File: src/rtl/lf_ook_modulator.sv
module lf_ook_modulator #(
  parameter int WORD_W    = 16,
  parameter int DEPTH     = 8,
  parameter int CNT_W     = 8,
  parameter int HALF_SLOW = 16,
  parameter int HALF_FAST = 11
) (
  input  logic              clk,
  input  logic              rst_n,
  input  logic              carrier_tick,
  input  logic              rate_sel,
  input  logic              wr_en,
  input  logic [WORD_W-1:0] wr_data,
  input  logic              start,
  input  logic              fault,
  output logic              carrier_en,
  output logic              buf_empty,
  output logic              buf_full,
  output logic              busy,
  output logic              cons_err,
  output logic              ovf
);
  localparam int AW    = $clog2(DEPTH);
  localparam int OW    = $clog2(DEPTH + 1);
  localparam int NPW   = WORD_W / 4;
  localparam int TW    = $clog2(HALF_SLOW);
  localparam int BPW   = $clog2(WORD_W);
  localparam int BLW   = CNT_W + 2;

  logic [WORD_W-1:0] mem [DEPTH];
  logic [AW-1:0]     wp, rp;
  logic [OW-1:0]     occ;
  logic              phase, rate_q;
  logic [TW-1:0]     tcnt, hl;
  logic [BPW-1:0]    bpos;
  logic [BLW-1:0]    bits_left;
  logic [WORD_W-1:0] sh;

  logic [CNT_W-1:0]  nib;
  logic [CNT_W:0]    need, occ_x;
  logic              frame_ok, start_go, accept, reject;
  logic              half_end, bit_end, last, load_next, wr_ok;
  logic [1:0]        rd_n;

  assign buf_empty  = (occ == '0);
  assign buf_full   = (occ == OW'(DEPTH));
  assign nib        = mem[rp][CNT_W-1:0];
  assign need       = ({1'b0, nib} + (CNT_W+1)'(NPW - 1)) / (CNT_W+1)'(NPW);
  assign occ_x      = (CNT_W+1)'(occ);
  assign frame_ok   = (nib != '0) && (occ_x - 1'b1 == need);
  assign start_go   = start && !busy && !buf_empty && !fault;
  assign accept     = start_go && frame_ok;
  assign reject     = start_go && !frame_ok;

  assign hl         = rate_q ? TW'(HALF_FAST - 1) : TW'(HALF_SLOW - 1);
  assign half_end   = busy && carrier_tick && (tcnt == hl);
  assign bit_end    = half_end && phase;
  assign last       = bit_end && (bits_left == BLW'(1));
  assign load_next  = bit_end && !last && (bpos == BPW'(WORD_W - 1));
  assign wr_ok      = wr_en && !buf_full && !fault && !reject;
  assign rd_n       = accept ? 2'd2 : (load_next ? 2'd1 : 2'd0);

  assign carrier_en = busy && !fault && (sh[WORD_W-1] ^ phase);

  always_ff @(posedge clk) begin
    if (wr_ok) mem[wp] <= wr_data;
  end

  always_ff @(posedge clk or negedge rst_n) begin
    if (!rst_n) begin
      wp <= '0; rp <= '0; occ <= '0;
      busy <= 1'b0; phase <= 1'b0; rate_q <= 1'b0; tcnt <= '0;
      bpos <= '0; bits_left <= '0; sh <= '0;
      cons_err <= 1'b0; ovf <= 1'b0;
    end else if (fault) begin
      wp <= '0; rp <= '0; occ <= '0;
      busy <= 1'b0; phase <= 1'b0; tcnt <= '0;
    end else begin
      if (wr_en && buf_full) ovf <= 1'b1;
      if (reject) begin
        wp <= '0; rp <= '0; occ <= '0;
        cons_err <= 1'b1;
      end else begin
        if (wr_ok) wp <= wp + 1'b1;
        rp  <= rp + AW'(rd_n);
        occ <= occ + OW'(wr_ok) - OW'(rd_n);
      end
      if (accept) begin
        busy      <= 1'b1;
        cons_err  <= 1'b0;
        rate_q    <= rate_sel;
        phase     <= 1'b0;
        tcnt      <= '0;
        bpos      <= '0;
        bits_left <= {nib, 2'b00};
        sh        <= mem[rp + AW'(1)];
      end else if (busy && carrier_tick) begin
        if (!half_end) begin
          tcnt <= tcnt + 1'b1;
        end else begin
          tcnt  <= '0;
          phase <= ~phase;
          if (phase) begin
            bits_left <= bits_left - 1'b1;
            if (last) begin
              busy <= 1'b0;
            end else if (load_next) begin
              sh   <= mem[rp];
              bpos <= '0;
            end else begin
              sh   <= sh << 1;
              bpos <= bpos + 1'b1;
            end
          end
        end
      end
    end
  end
endmodule

File: config.mk
export PLATFORM = sky130hd
export DESIGN_NAME = lf_ook_modulator
export DESIGN_NICKNAME = d
export VERILOG_FILES = /design/src/rtl/lf_ook_modulator.sv
export SDC_FILE = /design/constraint.sdc
export NUM_CORES = 1
export LEC_CHECK = 0
export BUFFER_PORTS_ARGS = -buffer_cell sky130_fd_sc_hd__buf_2
export CORE_UTILIZATION = 40
export CTS_CLUSTER_SIZE = 24
export DETAILED_ROUTE_END_ITERATION = 7
export HOLD_SLACK_MARGIN = 0.08
export SYNTH_ARGS = -nofsm -noshare
export SYNTH_HDL_FRONTEND = slang
export SYNTH_SLANG_ARGS = --single-unit
File: constraint.sdc
create_clock -name clk -period 9.28 [get_ports clk]
set_clock_uncertainty 0.15 [all_clocks]
set_input_delay 0 -clock clk [delete_from_list [all_inputs] [get_ports clk]]
set_output_delay 0 -clock clk [all_outputs]
set_load 0.02 [all_outputs]
* Word-level counts from Yosys, hierarchy flattened
Memories as Yosys holds them, arrays and structs flattened. Cells that the tools add are included.
Word-level totals: memory bits (writable) 128, memories 1, register bits 49, logic and storage cells 119, input port bits 23, output and inout bits 6
Memories:
- mem | depth 8, width 16, read ports 2, clocked after Yosys merged registers in 0, wr ports 1, RTL line 30 | logic [WORD_W-1:0] mem [DEPTH];
Cells by class: eq/ne operators 6, add/sub/neg operators 10, bitwise logic cells 3, muxes and demuxes 44, reductions and logical operators 43
Operators by type and width (count):
- $mux 16 | 6
- $mux 4 | 12
- $mux 10 | 4
- $logic_and 1x1->1 | 18
- $mux 3 | 6
- $mux 1 | 15
- $reduce_bool 3->1 | 5
- $eq 10x1->1 const B | 1
- $sub 10x1->10 const B | 1
- $add 8x2->9 const B | 1
- $eq 9x7->1 | 1
- $add 4x1->4 const B | 2
- $eq 4x4->1 const B | 2
- $reduce_and 2->1 | 4
- $reduce_and 4->1 | 2
- $reduce_bool 2->1 | 4
- $reduce_bool 8->1 | 1
- $logic_not 1->1 | 7
- $add 3x1->3 const B | 2
- $reduce_and 5->1 | 1
- $sub 4x1->5 const B | 1
- $add 4x1->4 | 1
- $eq 4x4->1 | 1
- $logic_not 4->1 | 1
- 6 further kinds | 7

* Logic depth before layout (Yosys ltp)
depth after elaboration 14, depth in mapped cells 16, mapped depth without buffers 15

* Least setup slack after synthesis
No wires, ideal clock.
kind register to register, from register rp[0], to memory mem[0][0] (enable), period minus slack after synthesis 4.575 ns, required time 8.700 ns, buffers on the path 2, setup slack 4.705 ns, library setup time 0.430 ns, arrival time 3.994 ns, cell stages (with the launch flop) 11, cells stage by stage dfrtp_1 > buf_6 > buf_6 > mux4_2 > mux2i_2 > xor2_1 > a211oi_1 > a21oi_4 > o21ai_1 > nand2_1 > nor4_1
Between the ends: cells in the longest elaborated chain, start to end 10, elaborated cells between the ends (all ways) 11, classes of those cells 1 x add/sub; 1 x eq/ne; 2 x mux; 6 x reduce/logical; 1 x memory
RTL lines:
- start, declared | RTL line 31 | logic [AW-1:0] wp, rp;
- start signal, assigned | RTL line 85 | rp <= rp + AW'(rd_n);
- $mem_v2 8x16 (*)
- $add 8x2->9 | RTL line 48 | assign need = ({1'b0, nib} + (CNT_W+1)'(NPW - 1)) / (CNT_W+1)'(NPW);
- $eq 9x7->1 | RTL line 50 | assign frame_ok = (nib != '0) && (occ_x - 1'b1 == need);
- $logic_and 1x1->1 (*) | RTL line 50
- $logic_not 1->1 (*) | RTL line 53 | assign reject = start_go && !frame_ok;
- $logic_and 1x1->1 (*) | RTL line 53
- $logic_not 1->1 (*) | RTL line 60 | assign wr_ok = wr_en && !buf_full && !fault && !reject;
- $logic_and 1x1->1 (*) | RTL line 60
- $mux 1 (*) | RTL line 66 | if (wr_ok) mem[wp] <= wr_data;
- $mux 1 (not written as such) (*) | RTL line 66
- end, declared | RTL line 30
Every way passes the cells marked *; elsewhere a longest branch is shown, timed or not.

* Final worst setup path
from register rp[0], to register occ[3]
Between the ends: cells in the longest elaborated chain, start to end 12, elaborated cells between the ends (all ways) 15, classes of those cells 3 x add/sub; 1 x eq/ne; 3 x mux; 7 x reduce/logical; 1 x memory
RTL lines:
- $mem_v2 8x16 (*)
- $add 8x2->9 | RTL line 48
- $eq 9x7->1 | RTL line 50
- $logic_and 1x1->1 (*) | RTL line 50
- $logic_not 1->1 | RTL line 53
- $logic_and 1x1->1 | RTL line 53
- $logic_not 1->1 | RTL line 60
- $logic_and 1x1->1 | RTL line 60
- $add 4x1->4 | RTL line 86 | occ <= occ + OW'(wr_ok) - OW'(rd_n);
- $sub 4x2->4 | RTL line 86
- $mux 4 (*) | RTL line 80 | if (reject) begin
- $mux 4 (*) | RTL line 75 | end else if (fault) begin
- end signal, assigned | RTL line 86
- end, declared | RTL line 32 | logic [OW-1:0] occ;
Marks and branches as above. A chain may end at the register's enable or synchronous reset.

==> results by group <==
Place
  – PortBufs: 28
  – DPL Wire Length: 12200 um
  – Placer Congestion: 0.785
  – Placed instance count: 885

CTS
  – Clock transition at the registers of the reported paths: 0.07 ns
  – Post-CTS Setup Bufs: 0
  – PostCTS Resize Cnt: 0
  – Sink Count: 177
  – CTS buffer count: 17
  – Bufs on Longest Clock Path: 2
  – Worst-Skew Late Latency: 0.44 ns
  – Htree depth: 4
  – # hold bufs at CTS: 24
  – Root buffer cell: clkbuf_16
  – TritonCTS clock tree: yes

Yosys
  – Gate Count Post-Synth: 592
  – Synth unique cells: 60
  – Yosys warns: 0
  – Post-synth EDFFs: 128
  – Syn Nets: 632
  – Top_reg_cell synth: edfxtp_1
  – Register area share after synthesis: 0.568
  – Post-Syn Area: 0.00892 mm2
  – Register bit total from synthesis: 177
  – Syn_area_per_cell: 15.1 um2
  – Asr flop ratio synth: 0.277

Routing
  – Routed Antenna Nets: 0
  – Total wire length: 19100 um
  – Pre-Repair DR Iteration Count: 5
  – Initial DRC Count: 356
  – Via-to-Cell Ratio: 5.70
  – Vias post-DR: 5361
  – Routed WL per cell: 20.3 um
  – Remaining DRCs: 0

Setup path
  – Critical path arrival: 5.46 ns
  – FF-to-FF End: occ[3]
  – Crit path buf inv count: 2
  – Worst Path Required: 9.45 ns
  – Reg2reg start: rp[0]
  – CP cell instances: buf_4 > mux4_2 > mux2i_2 > a21o_2 > mux2i_4 > o2111ai_4 > nor3_1 > inv_1 > ha_1 > ha_1 > a21o_1 > a21oi_1 > xnor2_1 > nor2_1
  – Most frequent CP cell: ha_1
  – CP startpoint: rp[0]
  – Family with the most delay on the worst path: multiplexers
  – CP Capture Type: flop
  – Critical-path top delay cell: dfrtp_2
  – Worst path depth: 14
  – Critical Path Sink: occ[3]
  – Crit Path Class: flop to flop
  – Slowest cell delay on critical path: 0.95 ns
  – R2r worst-path depth: 14
  – Reg2reg setup slack: 3.99 ns
  – Max FO, Critical Path: 36
  – Startpoint types: flop

Run
  – Max cap viols: 0

Cells and area
  – Final Util: 0.472
  – Commonest non-fill, non-tap cells in the layout: 128 x edfxtp_1, 64 x mux4_2, 48 x dfrtp_1
  – Fin nets: 688
  – Fraction of layout cells with a size suffix above 1: 0.269
  – P&R area growth vs syn: 15.4%
  – Fin cells: 941
  – Diode count: 0
  – Most common cell after layout, fill and taps aside: edfxtp_1
  – Multi-input logic area: 0.00372 mm2
  – Register area: 0.00507 mm2
  – FILL cells: 1892

Global route
  – Vias in the first global route: 5517
  – GRT overflow: 0
  – First-pass GRT wire length: 30500 um
  – Pin count of the biggest net entering global routing: 50
  – Initial antenna violation count: 1
  – GRT Total Usage: 0.182

STA
  – Actual slew at the worst max-slew pin: 0.899 ns
  – Final worst path period share: 0.570
  – Hold Vio Cnt, Final: 0
  – Setup tns final: 0 ns
  – Final setup fails: 0
  – RSZ-0062 raised after global routing: false
  – Worst slew margin: 0.401
  – Period minus WS final: 5.29 ns
  – Fmax: 189 MHz
  – Final Slew Violations: 0

Power
  – Leakage: 3.48 nW
  – Peak VDD IR: 0.118 mV
  – Pwr dens: 186 mW/mm2

Run status
  – Status: finished, final reports clean

Floorplanning
  – DIE AREA: 0.0229 mm2
  – Starting density of the core: 0.409
  – Rows: 54
  – IO Pins: 29
  – Die height: 151 um
  – Die Width: 151 um
  – Core ar.: 0.0218 mm2

Min path
  – Worst min path class: input port to async pin
[cell usage after synthesis, types with 3 or more instances]
cell type  instances  area [um2]
a21oi_1           22         110
xor2_1            10        87.6
buf_6              4        45.0
clkbuf_1          14        52.6
or3_1              5        31.3
edfxtp_1         128        3840
o221ai_2           3        45.0
and2_1             8        50.1
nand3_1           16        80.1
inv_1             12        45.0
mux2i_1           29         290
nor2b_1            4        25.0
nor4_1             3        18.8
nand2_1           40         150
o21ai_1            5        25.0
nor3_1            22         110
ha_1              15         188
mux2_2             6        67.6
mux2i_4            3        67.6
and3_1             6        37.5
o21ai_0           13        65.1
mux4_2            64        1440
nor2_1            32         120
mux2i_2            4        55.1
dfrtp_1           49        1230
nand2b_1           4        25.0
a211oi_1           8        60.1
xnor2_1            6        52.6
o21a_1             6        45.0
buf_2              9        45.0
a31oi_1            3        18.8
nor3b_1            3        22.5
[worst min-delay path by stage]
stage                     startpoint      endpoint  slack [ns]  cells after the start
after floorplan                rst_n  bits_left[0]       -0.45                      0
after global placement         rst_n           ovf        0.01                      2
after detailed placement       rst_n  bits_left[0]        0.03                      2
after CTS                      rst_n           ovf        0.09                      3
after global routing           rst_n         wp[1]        0.16                      3
final                          rst_n         wp[0]        0.08                      3
[flip-flops by register name, indices dropped and copies added, names as in the netlist]
| signal | flops |
|---|---|
| mem | 128 |
| sh | 16 |
| bits_left | 10 |
| bpos | 4 |
| occ | 4 |
| tcnt | 4 |
| rp | 3 |
| wp | 3 |
| busy | 1 |
| cons_err | 1 |
| ovf | 1 |
| phase | 1 |
| rate_q | 1 |
[kinds of logic after synthesis]
kind of cell | share of synthesized area
AOI/OAI and AO/OA | 0.0616
xor gates and xnor gates | 0.0157
adders and majority gates | 0.0255
buffers and inverters | 0.0236
DFF | 0.568
muxes | 0.215
and+or+nand+nor | 0.0899
[routing by layer]
| layer | GRT usage | vias to the layer above | routed length [um] | share of wire |
|---|---|---|---|---|
| met1 | 0.230 | 2791 | 8350 | 0.44 |
| li1 | - | 2436 | - | - |
| met3 | 0.0428 | 15 | 908 | 0.047 |
| met5 | 0 | - | 13 | 0.00068 |
| met4 | 0.0595 | 2 | 295 | 0.015 |
| met2 | 0.308 | 117 | 9570 | 0.50 |
[area by class of cell]
cell class	instances	area share
timing repair buffer	68	0.0486
clock buffer	19	0.0430
sequential	177	0.493
multi-input combinational	372	0.361
inverter	12	0.00438
tap	280	0.0340
clock inverter	13	0.0160
[report_power, final]
| group | switching (mW) | internal (mW) |
|---|---|---|
| logic | 0.143 | 0.105 |
| clock network | 0.322 | 0.414 |
| registers | 0.0319 | 0.893 |
| total | 0.498 | 1.41 |
[tightest hold or removal path, cell delays in order]
cell           delay (ns)
dlygate4sd3_1        0.52
buf_2                0.09
buf_4                0.53
[stage by stage]
step	hold slack, ns	instance area, um2	power [mW]	setup slack (ns)
2_1_floorplan	-0.446	8920	1.10	4.71
3_3_place_gp	0.0101	9450	1.18	4.12
3_5_place_dp	0.0292	9450	1.18	3.98
4_1_cts	0.0947	10300	1.93	3.97
5_1_grt	0.163	10300	1.99	3.54
6_report	0.0774	10300	1.91	3.99
No activity file was read; power rests on OpenSTA's default activity.
